## config.mk

```make
export PLATFORM = sky130hd
export DESIGN_NAME = group_issue_unit
export DESIGN_NICKNAME = d
export VERILOG_FILES = /design/src/rtl/dual_issue_pkg.sv /design/src/rtl/group_buffer.sv /design/src/rtl/pair_check.sv /design/src/rtl/issue_steer.sv /design/src/rtl/group_issue_unit.sv
export SDC_FILE = /design/constraint.sdc
export NUM_CORES = 1
export LEC_CHECK = 0
export ABC_AREA = 1
export ABC_CLOCK_PERIOD_IN_PS = 4400
export BUFFER_PORTS_ARGS = -buffer_cell sky130_fd_sc_hd__buf_2
export CORE_UTILIZATION = 40
export CTS_BUF_LIST = sky130_fd_sc_hd__clkbuf_8
export DETAILED_ROUTE_END_ITERATION = 10
export SLEW_MARGIN = 40
export SYNTH_ARGS = -nofsm -noshare
export SYNTH_HDL_FRONTEND = slang
export SYNTH_SLANG_ARGS = --single-unit
export TNS_END_PERCENT = 20
```

## constraint.sdc

```tcl
create_clock -name clk -period 4.4 [get_ports clk]
set_input_delay 0.44 -clock clk [delete_from_list [all_inputs] [get_ports clk]]
set_output_delay 0.44 -clock clk [all_outputs]
set_load 0.01 [all_outputs]
```

## src/rtl/dual_issue_pkg.sv

```systemverilog
package dual_issue_pkg;

    localparam int REG_W = 5;
    localparam int TAG_W = 8;

    typedef struct packed {
        logic [TAG_W-1:0] tag;
        logic             cplx;
        logic [REG_W-1:0] dst;
        logic [REG_W-1:0] src_a;
        logic [REG_W-1:0] src_b;
    } op_t;

    localparam int OP_W = $bits(op_t);

    // true when register r is a real (writable) register that y reads
    function automatic logic reads_live(logic [REG_W-1:0] r,
                                        logic [REG_W-1:0] sa,
                                        logic [REG_W-1:0] sb);
        return (r != '0) && ((sa == r) || (sb == r));
    endfunction

endpackage

```

## src/rtl/group_buffer.sv

```systemverilog
module group_buffer
    import dual_issue_pkg::*;
#(
    parameter int GROUP_MAX = 4,
    localparam int CNT_W = $clog2(GROUP_MAX + 1),
    localparam int IDX_W = (GROUP_MAX > 1) ? $clog2(GROUP_MAX) : 1
) (
    input  logic                      clk,
    input  logic                      rst,
    input  logic                      in_valid,
    input  logic [CNT_W-1:0]          in_count,
    input  logic [GROUP_MAX*OP_W-1:0] in_data,
    output logic                      in_ready,
    input  logic [1:0]                advance,
    output op_t                       older,
    output op_t                       younger,
    output logic [CNT_W-1:0]          rem
);

    localparam logic [IDX_W-1:0] LAST_IDX = IDX_W'(GROUP_MAX - 1);
    localparam logic [CNT_W-1:0] MAX_CNT  = CNT_W'(GROUP_MAX);

    op_t              slot [GROUP_MAX];
    logic [IDX_W-1:0] pos;
    logic [IDX_W-1:0] nxt_idx;
    logic [CNT_W-1:0] cnt_eff;
    logic             load;

    assign in_ready = (rem == '0);
    assign load     = in_valid && in_ready;
    assign cnt_eff  = (in_count > MAX_CNT) ? MAX_CNT : in_count;
    assign nxt_idx  = (pos == LAST_IDX) ? '0 : pos + IDX_W'(1);
    assign older    = slot[pos];
    assign younger  = slot[nxt_idx];

    always_ff @(posedge clk) begin
        if (rst) begin
            rem <= '0;
            pos <= '0;
        end else if (load) begin
            rem <= cnt_eff;
            pos <= '0;
        end else if (advance != 2'd0) begin
            rem <= rem - CNT_W'(advance);
            pos <= pos + IDX_W'(advance);
        end
    end

    for (genvar k = 0; k < GROUP_MAX; k++) begin : g_slot
        always_ff @(posedge clk) begin
            if (load) begin
                slot[k] <= op_t'(in_data[k*OP_W +: OP_W]);
            end
        end
    end

    AST_ADVANCE_BOUND: assert property (@(posedge clk) disable iff (rst)
        CNT_W'(advance) <= rem);

    AST_LOAD_FILLS: assert property (@(posedge clk) disable iff (rst)
        (in_valid && in_ready && in_count != '0) |=> (rem != '0));

    AST_HOLD_POS: assert property (@(posedge clk) disable iff (rst)
        (rem != '0 && advance == 2'd0) |=> ($stable(pos) && $stable(rem)));

endmodule

```

## src/rtl/pair_check.sv

```systemverilog
module pair_check
    import dual_issue_pkg::*;
(
    input  logic             o_cplx,
    input  logic [REG_W-1:0] o_dst,
    input  logic             y_cplx,
    input  logic [REG_W-1:0] y_dst,
    input  logic [REG_W-1:0] y_sa,
    input  logic [REG_W-1:0] y_sb,
    input  logic             y_present,
    input  logic             lite_free,
    output logic             pair,
    output logic             swap
);

    logic raw_hit;
    logic waw_hit;
    logic cls_hit;

    always_comb begin
        raw_hit = reads_live(o_dst, y_sa, y_sb);
        waw_hit = (o_dst != '0) && (o_dst == y_dst);
        cls_hit = o_cplx && y_cplx;
        pair    = y_present && lite_free && !raw_hit && !waw_hit && !cls_hit;
        swap    = pair && !o_cplx && y_cplx;
    end

endmodule

```

## src/rtl/issue_steer.sv

```systemverilog
module issue_steer
    import dual_issue_pkg::*;
#(
    parameter int CNT_W = 3
) (
    input  logic [CNT_W-1:0] rem,
    input  logic             a_stall,
    input  logic             pair,
    input  logic             swap,
    input  op_t              older,
    input  op_t              younger,
    output logic             a_go,
    output logic             b_go,
    output op_t              a_rec,
    output op_t              b_rec,
    output logic [1:0]       advance
);

    always_comb begin
        a_go    = (rem != '0) && !a_stall;
        b_go    = a_go && pair;
        a_rec   = swap ? younger : older;
        b_rec   = swap ? older : younger;
        advance = !a_go ? 2'd0 : (b_go ? 2'd2 : 2'd1);
    end

endmodule

```

## src/rtl/group_issue_unit.sv

```systemverilog
module group_issue_unit
    import dual_issue_pkg::*;
#(
    parameter int GROUP_MAX = 4,
    localparam int CNT_W = $clog2(GROUP_MAX + 1)
) (
    input  logic                      clk,
    input  logic                      rst,
    input  logic                      grp_valid,
    output logic                      grp_ready,
    input  logic [CNT_W-1:0]          grp_count,
    input  logic [GROUP_MAX*OP_W-1:0] grp_ops,
    input  logic                      a_stall,
    output logic                      a_valid,
    output logic [OP_W-1:0]           a_op,
    input  logic                      b_stall,
    output logic                      b_valid,
    output logic [OP_W-1:0]           b_op
);

    op_t              older;
    op_t              younger;
    op_t              a_rec;
    op_t              b_rec;
    logic [CNT_W-1:0] rem;
    logic [1:0]       advance;
    logic             pair;
    logic             swap;

    group_buffer #(.GROUP_MAX(GROUP_MAX)) u_buf (
        .clk      (clk),
        .rst      (rst),
        .in_valid (grp_valid),
        .in_count (grp_count),
        .in_data  (grp_ops),
        .in_ready (grp_ready),
        .advance  (advance),
        .older    (older),
        .younger  (younger),
        .rem      (rem)
    );

    pair_check u_pair (
        .o_cplx    (older.cplx),
        .o_dst     (older.dst),
        .y_cplx    (younger.cplx),
        .y_dst     (younger.dst),
        .y_sa      (younger.src_a),
        .y_sb      (younger.src_b),
        .y_present (rem >= CNT_W'(2)),
        .lite_free (!b_stall),
        .pair      (pair),
        .swap      (swap)
    );

    issue_steer #(.CNT_W(CNT_W)) u_steer (
        .rem     (rem),
        .a_stall (a_stall),
        .pair    (pair),
        .swap    (swap),
        .older   (older),
        .younger (younger),
        .a_go    (a_valid),
        .b_go    (b_valid),
        .a_rec   (a_rec),
        .b_rec   (b_rec),
        .advance (advance)
    );

    assign a_op = a_rec;
    assign b_op = b_rec;

    AST_LITE_SIMPLE: assert property (@(posedge clk) disable iff (rst)
        b_valid |-> !b_op[OP_W-TAG_W-1]);

    AST_NO_SHARED_DST: assert property (@(posedge clk) disable iff (rst)
        (b_valid && a_rec.dst != '0) |-> (a_rec.dst != b_rec.dst));

    AST_FULL_STALL_QUIET: assert property (@(posedge clk) disable iff (rst)
        a_stall |-> (!a_valid && !b_valid));

    AST_LITE_STALL_SINGLE: assert property (@(posedge clk) disable iff (rst)
        b_stall |-> !b_valid);

    AST_LITE_NEEDS_FULL: assert property (@(posedge clk) disable iff (rst)
        b_valid |-> a_valid);

endmodule

```

== Word level (Yosys, flattened, before mapping) ==
Memory sizes are Yosys's and may differ from the RTL's. A register that Yosys moved wholly into a read port is not among the register bits.
Index checks and enable logic that the tools add are counted.

* Bits in registers: 5
* Bits in writable memories: 96
* Bits of input ports: 104
* Output and inout port bits: 51
* Word-level logic and storage cells: 49
* Memories: 1

* Add/sub/neg operators: 3
* $lt $le $gt $ge: 2
* Equality and inequality tests: 4
* Mux-type cells: 12
* Reduce and logical (&&, ||, !) cells: 25

{| class="wikitable"
|+ Memories
! name !! words !! bits a word !! rd ports !! clocked after Yosys merged registers in !! write ports !! line !! source
|-
| u_buf.slot || 4 || 24 || 2 || 1 || 4 || group_buffer.sv:23 || <nowiki>op_t slot [GROUP_MAX];</nowiki>
|}

{| class="wikitable"
|+ Operators by type and width
! kind !! number
|-
| $mux 24 || 2
|-
| $eq 5x5->1 || 3
|-
| $logic_and 1x1->1 || 12
|-
| $mux 2 || 5
|-
| $mux 3 || 3
|-
| $logic_not 1->1 || 6
|-
| $reduce_bool 5->1 || 1
|-
| $reduce_bool 2->1 || 2
|-
| $ge 3x2->1 const B || 1
|-
| $gt 3x3->1 const B || 1
|-
| $logic_not 3->1 || 1
|-
| $reduce_bool 3->1 || 1
|-
| $sub 3x2->3 || 1
|-
| $add 2x1->2 const B || 1
|-
| $add 2x2->2 || 1
|-
| $eq 2x2->1 const B || 1
|-
| $mux 1 || 2
|-
| $reduce_or 2->1 || 1
|-
| $logic_or 1x1->1 || 1
|}

== Longest topological paths before layout ==
Gate-level depths: netlist of run 1.
An unclocked memory read counts as a cell.

* Depth after elaboration: 16
* Mapped depth: 22
* Depth with buffers taken out: 22

== By module ==
Synthesis of run 1 repeated with hierarchy kept, for this count alone.

* Cells, all modules: 647
* Area total of the unflattened synthesis: 5873.1 um^2

{| class="wikitable"
|+ By module, submodules not included
! module !! times used !! cells an instance !! area each (um^2) !! seq. area each (um^2)
|-
| group_buffer || 1 || 433 || 4815.9 || 3022.9
|-
| issue_steer || 1 || 141 || 740.7 || 0.0
|-
| pair_check || 1 || 69 || 301.5 || 0.0
|-
| group_issue_unit || 1 || 4 || 15.0 || 0.0
|}

== Least setup slack after synthesis of run 1 ==
OpenSTA, ideal clock, no wires.

* Path kind: reg2reg
* From: register u_buf.rem[2]
* To: register u_buf.rem[0]
* Setup time: 87 ps
* Arrival: 3054 ps
* Required time: 4313 ps
* Slack: 1259 ps
* Cell stages (with the launch flop): 10
* Buffers on the path: 0
* Period minus slack after synthesis: 3141 ps
* Cell sequence: dfxtp_1 -> nor2_1 -> nand2_1 -> inv_1 -> nand2_1 -> inv_1 -> nand3_1 -> o21ai_0 -> nand2_1 -> o31ai_1

* Elaborated cells between the ends (all ways): 17
* Those cells by class: 1 x add/sub; 1 x order compare; 4 x mux; 11 x reduce/logical

{| class="wikitable"
|+ RTL lines
! element !! line !! source
|-
| from (decl) || group_buffer.sv:17 || <nowiki>output logic [CNT_W-1:0] rem</nowiki>
|-
| from (signal assigned) || group_buffer.sv:41 || <nowiki>rem <= cnt_eff;</nowiki>
|-
| from (signal assigned) || group_buffer.sv:44 || <nowiki>rem <= rem - CNT_W'(advance);</nowiki>
|-
| $logic_not 3->1 * || group_buffer.sv:29 || <nowiki>assign in_ready = (rem == '0);</nowiki>
|-
| named net grp_ready || group_issue_unit.sv:10 || <nowiki>output logic grp_ready,</nowiki>
|-
| $logic_and 1x1->1 * || group_buffer.sv:30 || <nowiki>assign load = in_valid && in_ready;</nowiki>
|-
| named net u_buf.load || group_buffer.sv:27 || <nowiki>logic load;</nowiki>
|-
| $mux 3 or $reduce_bool 2->1 (tied branches) || -- ||
|}

The timed path passes the listed nets; every way through them passes the cells marked *. The select of a mux whose other input is x is not followed.
A chain may end at the register's enable or synchronous reset.

== Worst setup path in the final report of run 1 ==
* From: register u_buf.pos[0]
* To: output b_op[3]

* Cells in the longest elaborated chain, start to end: 13
* Elaborated cells between the ends (all ways): 20
* Those cells by class: 1 x add/sub; 4 x eq/ne; 2 x mux; 12 x reduce/logical; 1 x memory

{| class="wikitable"
|+ RTL lines
! element !! line !! source
|-
| from (decl) || group_buffer.sv:24 || <nowiki>logic [IDX_W-1:0] pos;</nowiki>
|-
| from (signal assigned) || group_buffer.sv:45 || <nowiki>pos <= pos + IDX_W'(advance);</nowiki>
|-
| $add 2x1->2 or $eq 2x2->1 (tied branches) || group_buffer.sv:32 || <nowiki>assign nxt_idx = (pos == LAST_IDX) ? '0 : pos + IDX_W'(1);</nowiki>
|-
| $mux 2 * || group_buffer.sv:32 ||
|-
| $mem_v2 4x24 * || -- ||
|-
| $eq 5x5->1 || dual_issue_pkg.sv:20 || <nowiki>return (r != '0) && ((sa == r) || (sb == r));</nowiki>
|-
| $logic_or 1x1->1 || dual_issue_pkg.sv:20 ||
|-
| $logic_and 1x1->1 || dual_issue_pkg.sv:20 ||
|-
| $logic_not 1->1 || pair_check.sv:24 || <nowiki>pair = y_present && lite_free && !raw_hit && !waw_hit && !cls_hit;</nowiki>
|-
| $logic_and 1x1->1 (3 in a row) || pair_check.sv:24 ||
|-
| $logic_and 1x1->1 (2 in a row) || pair_check.sv:25 || <nowiki>swap = pair && !o_cplx && y_cplx;</nowiki>
|-
| $mux 24 * || issue_steer.sv:23 || <nowiki>b_rec = swap ? older : younger;</nowiki>
|-
| to (decl) || group_issue_unit.sv:18 || <nowiki>output logic [OP_W-1:0] b_op</nowiki>
|}

Every way passes the cells marked *; elsewhere a longest branch is shown, timed or not.

==> results.json, run 1 <==
{
  "status": "finished clean",
  "max-slew-margin-rel_pct": 51.1,
  "cts_tree": "built",
  "hold_start": "grp_ops[57]",
  "power_leakage_nw": 3.16,
  "slew_viol_final": 0,
  "cp_slowest_cell": "nor2_2",
  "crit_type": "reg2out",
  "final_hold_viol_count": 0,
  "die_w_microns": 122,
  "dpl_worst_slack_ps": 633,
  "grt_pass1_vias": 5036,
  "cts.clk_slew.worst_paths_ps": 100,
  "setup_ws_ps": 259,
  "finalWirelength_microns": 16300,
  "hold_slack_ps": 223,
  "root_buffer": "clkbuf_8",
  "setup.worst_path.start": "u_buf.pos[0]$_SDFFE_PP0N_",
  "required_ps": 3960,
  "cp-start-kind": "register",
  "yosys.area.top_type": "edfxtp_1",
  "tightest_slew_ps": 733,
  "cts_buffer_depth": 2,
  "tns_ps": 0,
  "antenna_found_initial": 0,
  "reg2reg_setup_slack_ps": 960,
  "fin_nets": 930,
  "ys_seq_area_share_pct": 52.1,
  "endpoint": "b_op[3]",
  "r2r-start": "u_buf.pos[0]$_SDFFE_PP0N_",
  "hp-class": "in2reg",
  "ys_seq_elements": 103,
  "hpwl_microns": 11200,
  "grt_use_total_pct": 21.8,
  "clock_latency_ps": 380,
  "power_density_mw_per_mm2": 375,
  "grt_pass1_wl_microns": 24600,
  "design.core.area_sq_mm": 0.0140,
  "dpl_cell_area_sq_mm": 0.00666,
  "yosys_warnings": 0,
  "async_reset_ff_share_pct": 0,
  "power_mw": 2.56,
  "register_area_sq_mm": 0.00302,
  "grt_max_degree": 67,
  "syn_avg_cell_area_sq_um": 8.49,
  "critPathMaxFanout": 66,
  "syn_nets": 791,
  "cts_setup_buffers": 0,
  "dominantRegCellSynth": "edfxtp_1",
  "ant_nets": 0,
  "gp_congestion": 0.844,
  "fp.dieH_microns": 122,
  "start_util_pct": 41.5,
  "num_vias": 5295,
  "synth.top_cell.area_share_pct": 49.7,
  "crit_path_end_kind": "primary output",
  "maxCapViolations": 0,
  "drt_pass1_iterations": 7,
  "n_antenna_cell": 0,
  "numClockSinks": 103,
  "port_buffers": 154,
  "drive_gt1_share_pct": 26.8,
  "dp_cells": 990,
  "rows": 43,
  "period_minus_slack_ps": 4140,
  "multi_input_area_sq_mm": 0.00228,
  "ir_worst_vdd_mv": 0.152,
  "nFillCells": 1355,
  "wl_per_cell_microns": 16.2,
  "htree_levels": 3,
  "synth_edf_count": 96,
  "dieArea_sq_mm": 0.0150,
  "drc": 0,
  "final_util_pct": 48.8,
  "cp_common_cell": "nand3_1",
  "final_cells": 1007,
  "fmax_mhz": 241,
  "post-route-period-util_pct": 94.1,
  "rsz0062_at_grt": "no",
  "ios": 155,
  "syn_area_sq_mm": 0.00580,
  "path_cells": "buf_4 > ha_1 > nor2_2 > nand2_1 > nand3_1 > nand3_1 > nand2_1 > nor2_1 > nand3_1 > nand3_1 > nand2_2 > nand4_4 > buf_12 > o21ai_0 > buf_2",
  "drt_iter0_drc": 363,
  "reg2reg_depth": 20,
  "synth_area_leaders": "edfxtp_1 (50%), nand2_1 (9.6%), nor2_1 (7.0%)",
  "synth_cells": 683,
  "critPathMaxStageDelay_ps": 620,
  "setup_viol": 0,
  "arrival_ps": 3700,
  "syn2layout_area_growth_pct": 17.8,
  "vias_per_cell": 5.26,
  "r2r_end": "u_buf.rem[1]$_SDFFE_PP0P_",
  "gr-total-overflow": 0,
  "final.setup_skew_ps": 9.30,
  "cts_buffers": 9,
  "synth.distinct_cells": 37,
  "design_area_sq_mm": 0.00683
}
-- cell usage in the layout, fill, tap and decap left out, types with 2 or more instances in the layout --
| cell | count |
|---|---|
| clkbuf_8 | 9 |
| inv_4 | 2 |
| nand2_2 | 4 |
| nor2_1 | 108 |
| buf_4 | 9 |
| nand3_1 | 44 |
| a21oi_2 | 22 |
| o21ai_1 | 23 |
| a21oi_1 | 7 |
| inv_1 | 66 |
| nand2_1 | 148 |
| o211ai_1 | 2 |
| inv_2 | 6 |
| o22ai_1 | 25 |
| or2_2 | 2 |
| xor2_1 | 2 |
| edfxtp_1 | 96 |
| buf_2 | 154 |
| xnor2_1 | 2 |
| ha_1 | 3 |
| o21ai_0 | 65 |
| clkinv_2 | 2 |
| dfxtp_1 | 6 |
-- critical path: cells and delay by family (launching register included) --
family / cells / cell delay [ps]
AOI/OAI and AO/OA: 1 / 240
adders and majority gates: 1 / 300
buffers and inverters: 3 / 740
DFF: 1 / 320
and+or+nand+nor: 10 / 1700
-- cell type report --
| type | count | area share (%) |
|---|---|---|
| clock inverter | 7 | 0.604 |
| timing repair buffer | 164 | 12.6 |
| sequential | 103 | 44.3 |
| multi-input combinational | 471 | 33.4 |
| clock buffer | 9 | 1.81 |
| inverter | 73 | 4.10 |
| tap | 180 | 3.30 |
-- cells in the mapped netlist (3+ instances only) --
master / instances
nand2_1: 148
nor2_1: 108
edfxtp_1: 96
inv_1: 65
o21ai_0: 65
nand3_1: 44
o22ai_1: 25
o21ai_1: 23
a21oi_2: 22
clkbuf_1: 14
buf_2: 12
buf_6: 9
a21oi_1: 7
dfxtp_1: 7
inv_2: 7
nand2_2: 4
ha_1: 3
-- metal layers --
layer,share of wire [%],up-vias,GRT usage (%),wire (microns)
met5,0,-,0,0
met4,1.8,0,9.60,295
met3,6.9,31,4.32,1130
met2,47,220,35.6,7670
met1,44,2480,28.1,7190
li1,-,2564,-,-
-- sequential cells by signal, indices dropped and copies added (netlist names), named ones only --
register and flops:
u_buf.rem 3, u_buf.slot 96, u_buf.pos 2
-- power breakdown --
group	internal [mW]	switching, mW
logic	0.276	0.501
clock network	0.202	0.330
registers	1.20	0.0541
total	1.68	0.885
-- logic make-up (layout without fill, tap and decap cells) --
kind of cell | after synthesis | count (layout) | synth area share, %
fa+ha+maj | 4 | 4 | 0.993
buf+inv | 110 | 253 | 8.85
simple gates | 313 | 314 | 22.2
compound gates | 149 | 149 | 15.3
flops | 103 | 103 | 52.1
xor+xnor | 4 | 4 | 0.604
-- worst min-delay path by stage --
stage | end | slack, ps | depth (start not counted)
2_1_floorplan | register | 510 | 2
3_5_place_dp | u_buf.pos[1]$_SDFFE_PP0N_ | 560 | 2
6_report | u_buf.slot[2][9]$_DFFE_PP_ | 220 | 1
3_3_place_gp | u_buf.pos[1]$_SDFFE_PP0N_ | 550 | 2
4_1_cts | u_buf.slot[3][22]$_DFFE_PP_ | 200 | 1
5_1_grt | u_buf.slot[3][22]$_DFFE_PP_ | 200 | 1
-- what timing repair did --
action | in CTS | in global routing
endpoints found under the setup margin | 0 | 33
hold buffers | 0 | 0
resized for setup | 0 | 2
Power figures use the tool's default switching activity.
==> run 2, diff against run 1 <==
CORE_MARGIN = 10   (was unset)
GPL_TIMING_DRIVEN = 0   (was unset)
==> results.json, run 2 (synthesis results as in run 1) <==
{
  "status": "finished clean",
  "syn2layout_area_growth_pct": 21.2,
  "drt_iter0_drc": 550,
  "clock_latency_ps": 400,
  "mostFrequentLayoutCells": "buf_2 (166), nand2_1 (148), nor2_1 (108)",
  "arrival_ps": 3600,
  "dpl_worst_slack_ps": 851,
  "drive_gt1_share_pct": 27.8,
  "critPathMaxFanout": 10,
  "cts-resized-gates": 0,
  "max-slew-margin-rel_pct": 50.2,
  "cts.clk_slew.worst_paths_ps": 120,
  "finalWirelength_microns": 20400,
  "die_w_microns": 140,
  "fin_nets": 957,
  "post-route-period-util_pct": 91.8,
  "cts_setup_buffers": 0,
  "final_util_pct": 50.0,
  "drc": 0,
  "tns_ps": 0,
  "largest_register": "u_buf.slot",
  "cts_buffers": 9,
  "power_leakage_nw": 3.25,
  "final.setup_skew_ps": 11.8,
  "drt_pass1_iterations": 5,
  "numClockSinks": 103,
  "dp_cells": 1018,
  "crit_type": "reg2out",
  "maxCapViolations": 0,
  "final_hold_viol_count": 0,
  "power_mw": 2.68,
  "start_util_pct": 41.3,
  "wl_per_cell_microns": 19.7,
  "vias_per_cell": 5.43,
  "ir_worst_vdd_mv": 0.335,
  "dieArea_sq_mm": 0.0197,
  "rsz0062_at_grt": "no",
  "cp-start-kind": "register",
  "required_ps": 3960,
  "antenna_found_initial": 0,
  "final_cells": 1034,
  "tightest_slew_ps": 747,
  "cts_tree": "built",
  "design_area_sq_mm": 0.00703,
  "num_vias": 5617,
  "hold_slack_ps": 198,
  "cts_hold_buf": 0,
  "largest_reg_flops": 96,
  "gr-total-overflow": 0,
  "grt_max_degree": 61,
  "ant_nets": 0,
  "fmax_mhz": 248,
  "hp-class": "in2reg",
  "power_density_mw_per_mm2": 381,
  "reg.largest.list": "u_buf.slot x96, u_buf.rem x3, u_buf.pos x2",
  "setup_viol": 0,
  "port_buffers": 154,
  "period_minus_slack_ps": 4040,
  "grt_pass1_vias": 5677,
  "grt_pass1_wl_microns": 30900,
  "cts_buffer_depth": 2,
  "rows": 43,
  "dpl_cell_area_sq_mm": 0.00683,
  "root_buffer": "clkbuf_8",
  "ios": 155,
  "htree_levels": 3,
  "grt_use_total_pct": 20.2,
  "hpwl_microns": 14900,
  "slew_viol_final": 0,
  "reg2reg_setup_slack_ps": 1010,
  "setup_ws_ps": 363,
  "final_common_cell": "buf_2",
  "n_antenna_cell": 0,
  "crit_path_end_kind": "primary output",
  "gp_congestion": 0.943,
  "fp.dieH_microns": 140,
  "design.core.area_sq_mm": 0.0140
}
-- run 2: path summary, 6_finish.rpt --
check	startpoint	end	depth (start not counted)
max	u_buf.pos[0]$_SDFFE_PP0N_	b_op[2]	13
min	grp_ops[65]	u_buf.slot[2][17]$_DFFE_PP_	1
max reg2reg	u_buf.pos[0]$_SDFFE_PP0N_	u_buf.rem[2]$_SDFFE_PP0P_	18
min reg2reg	u_buf.pos[1]$_SDFFE_PP0N_	register	2
-- run 2: final cells by class --
| class | instances | area, sq um |
|---|---|---|
| Multi-Input combinational cell | 470 | 2260 |
| Buffer | 37 | 236 |
| Fill cell | 1371 | 7020 |
| Clock inverter | 7 | 75.1 |
| Clock buffer | 9 | 124 |
| Sequential cell | 103 | 3020 |
| Inverter | 73 | 282 |
| Tap cell | 180 | 225 |
| Timing Repair Buffer | 155 | 798 |
-- run 2: power by group --
| part | total [mW] | internal (mW) | switching, mW |
|---|---|---|---|
| Clock | 0.593 | 0.222 | 0.372 |
| Combinational | 0.836 | 0.294 | 0.542 |
| Sequential | 1.25 | 1.20 | 0.0551 |
-- run 2: critical path: stages, from the launching register on --
cell	delay, ps
dfxtp_1	360
ha_1	400
inv_2	200
clkbuf_1	460
nand3_1	130
nand2_1	140
xnor2_1	130
nand3_1	100
nand3_1	90
nand2_2	90
nand4_2	120
clkbuf_1	470
o21ai_0	270
buf_2	200
-- run 2: per-layer routing --
| metal | vias to the layer above | routed length (microns) | GRT usage (%) |
|---|---|---|---|
| li1 | 2624 | - | - |
| met1 | 2581 | 8430 | 24.8 |
| met3 | 64 | 1800 | 5.54 |
| met4 | 0 | 749 | 9.78 |
| met5 | - | 0 | 0 |
| met2 | 348 | 9390 | 31.8 |
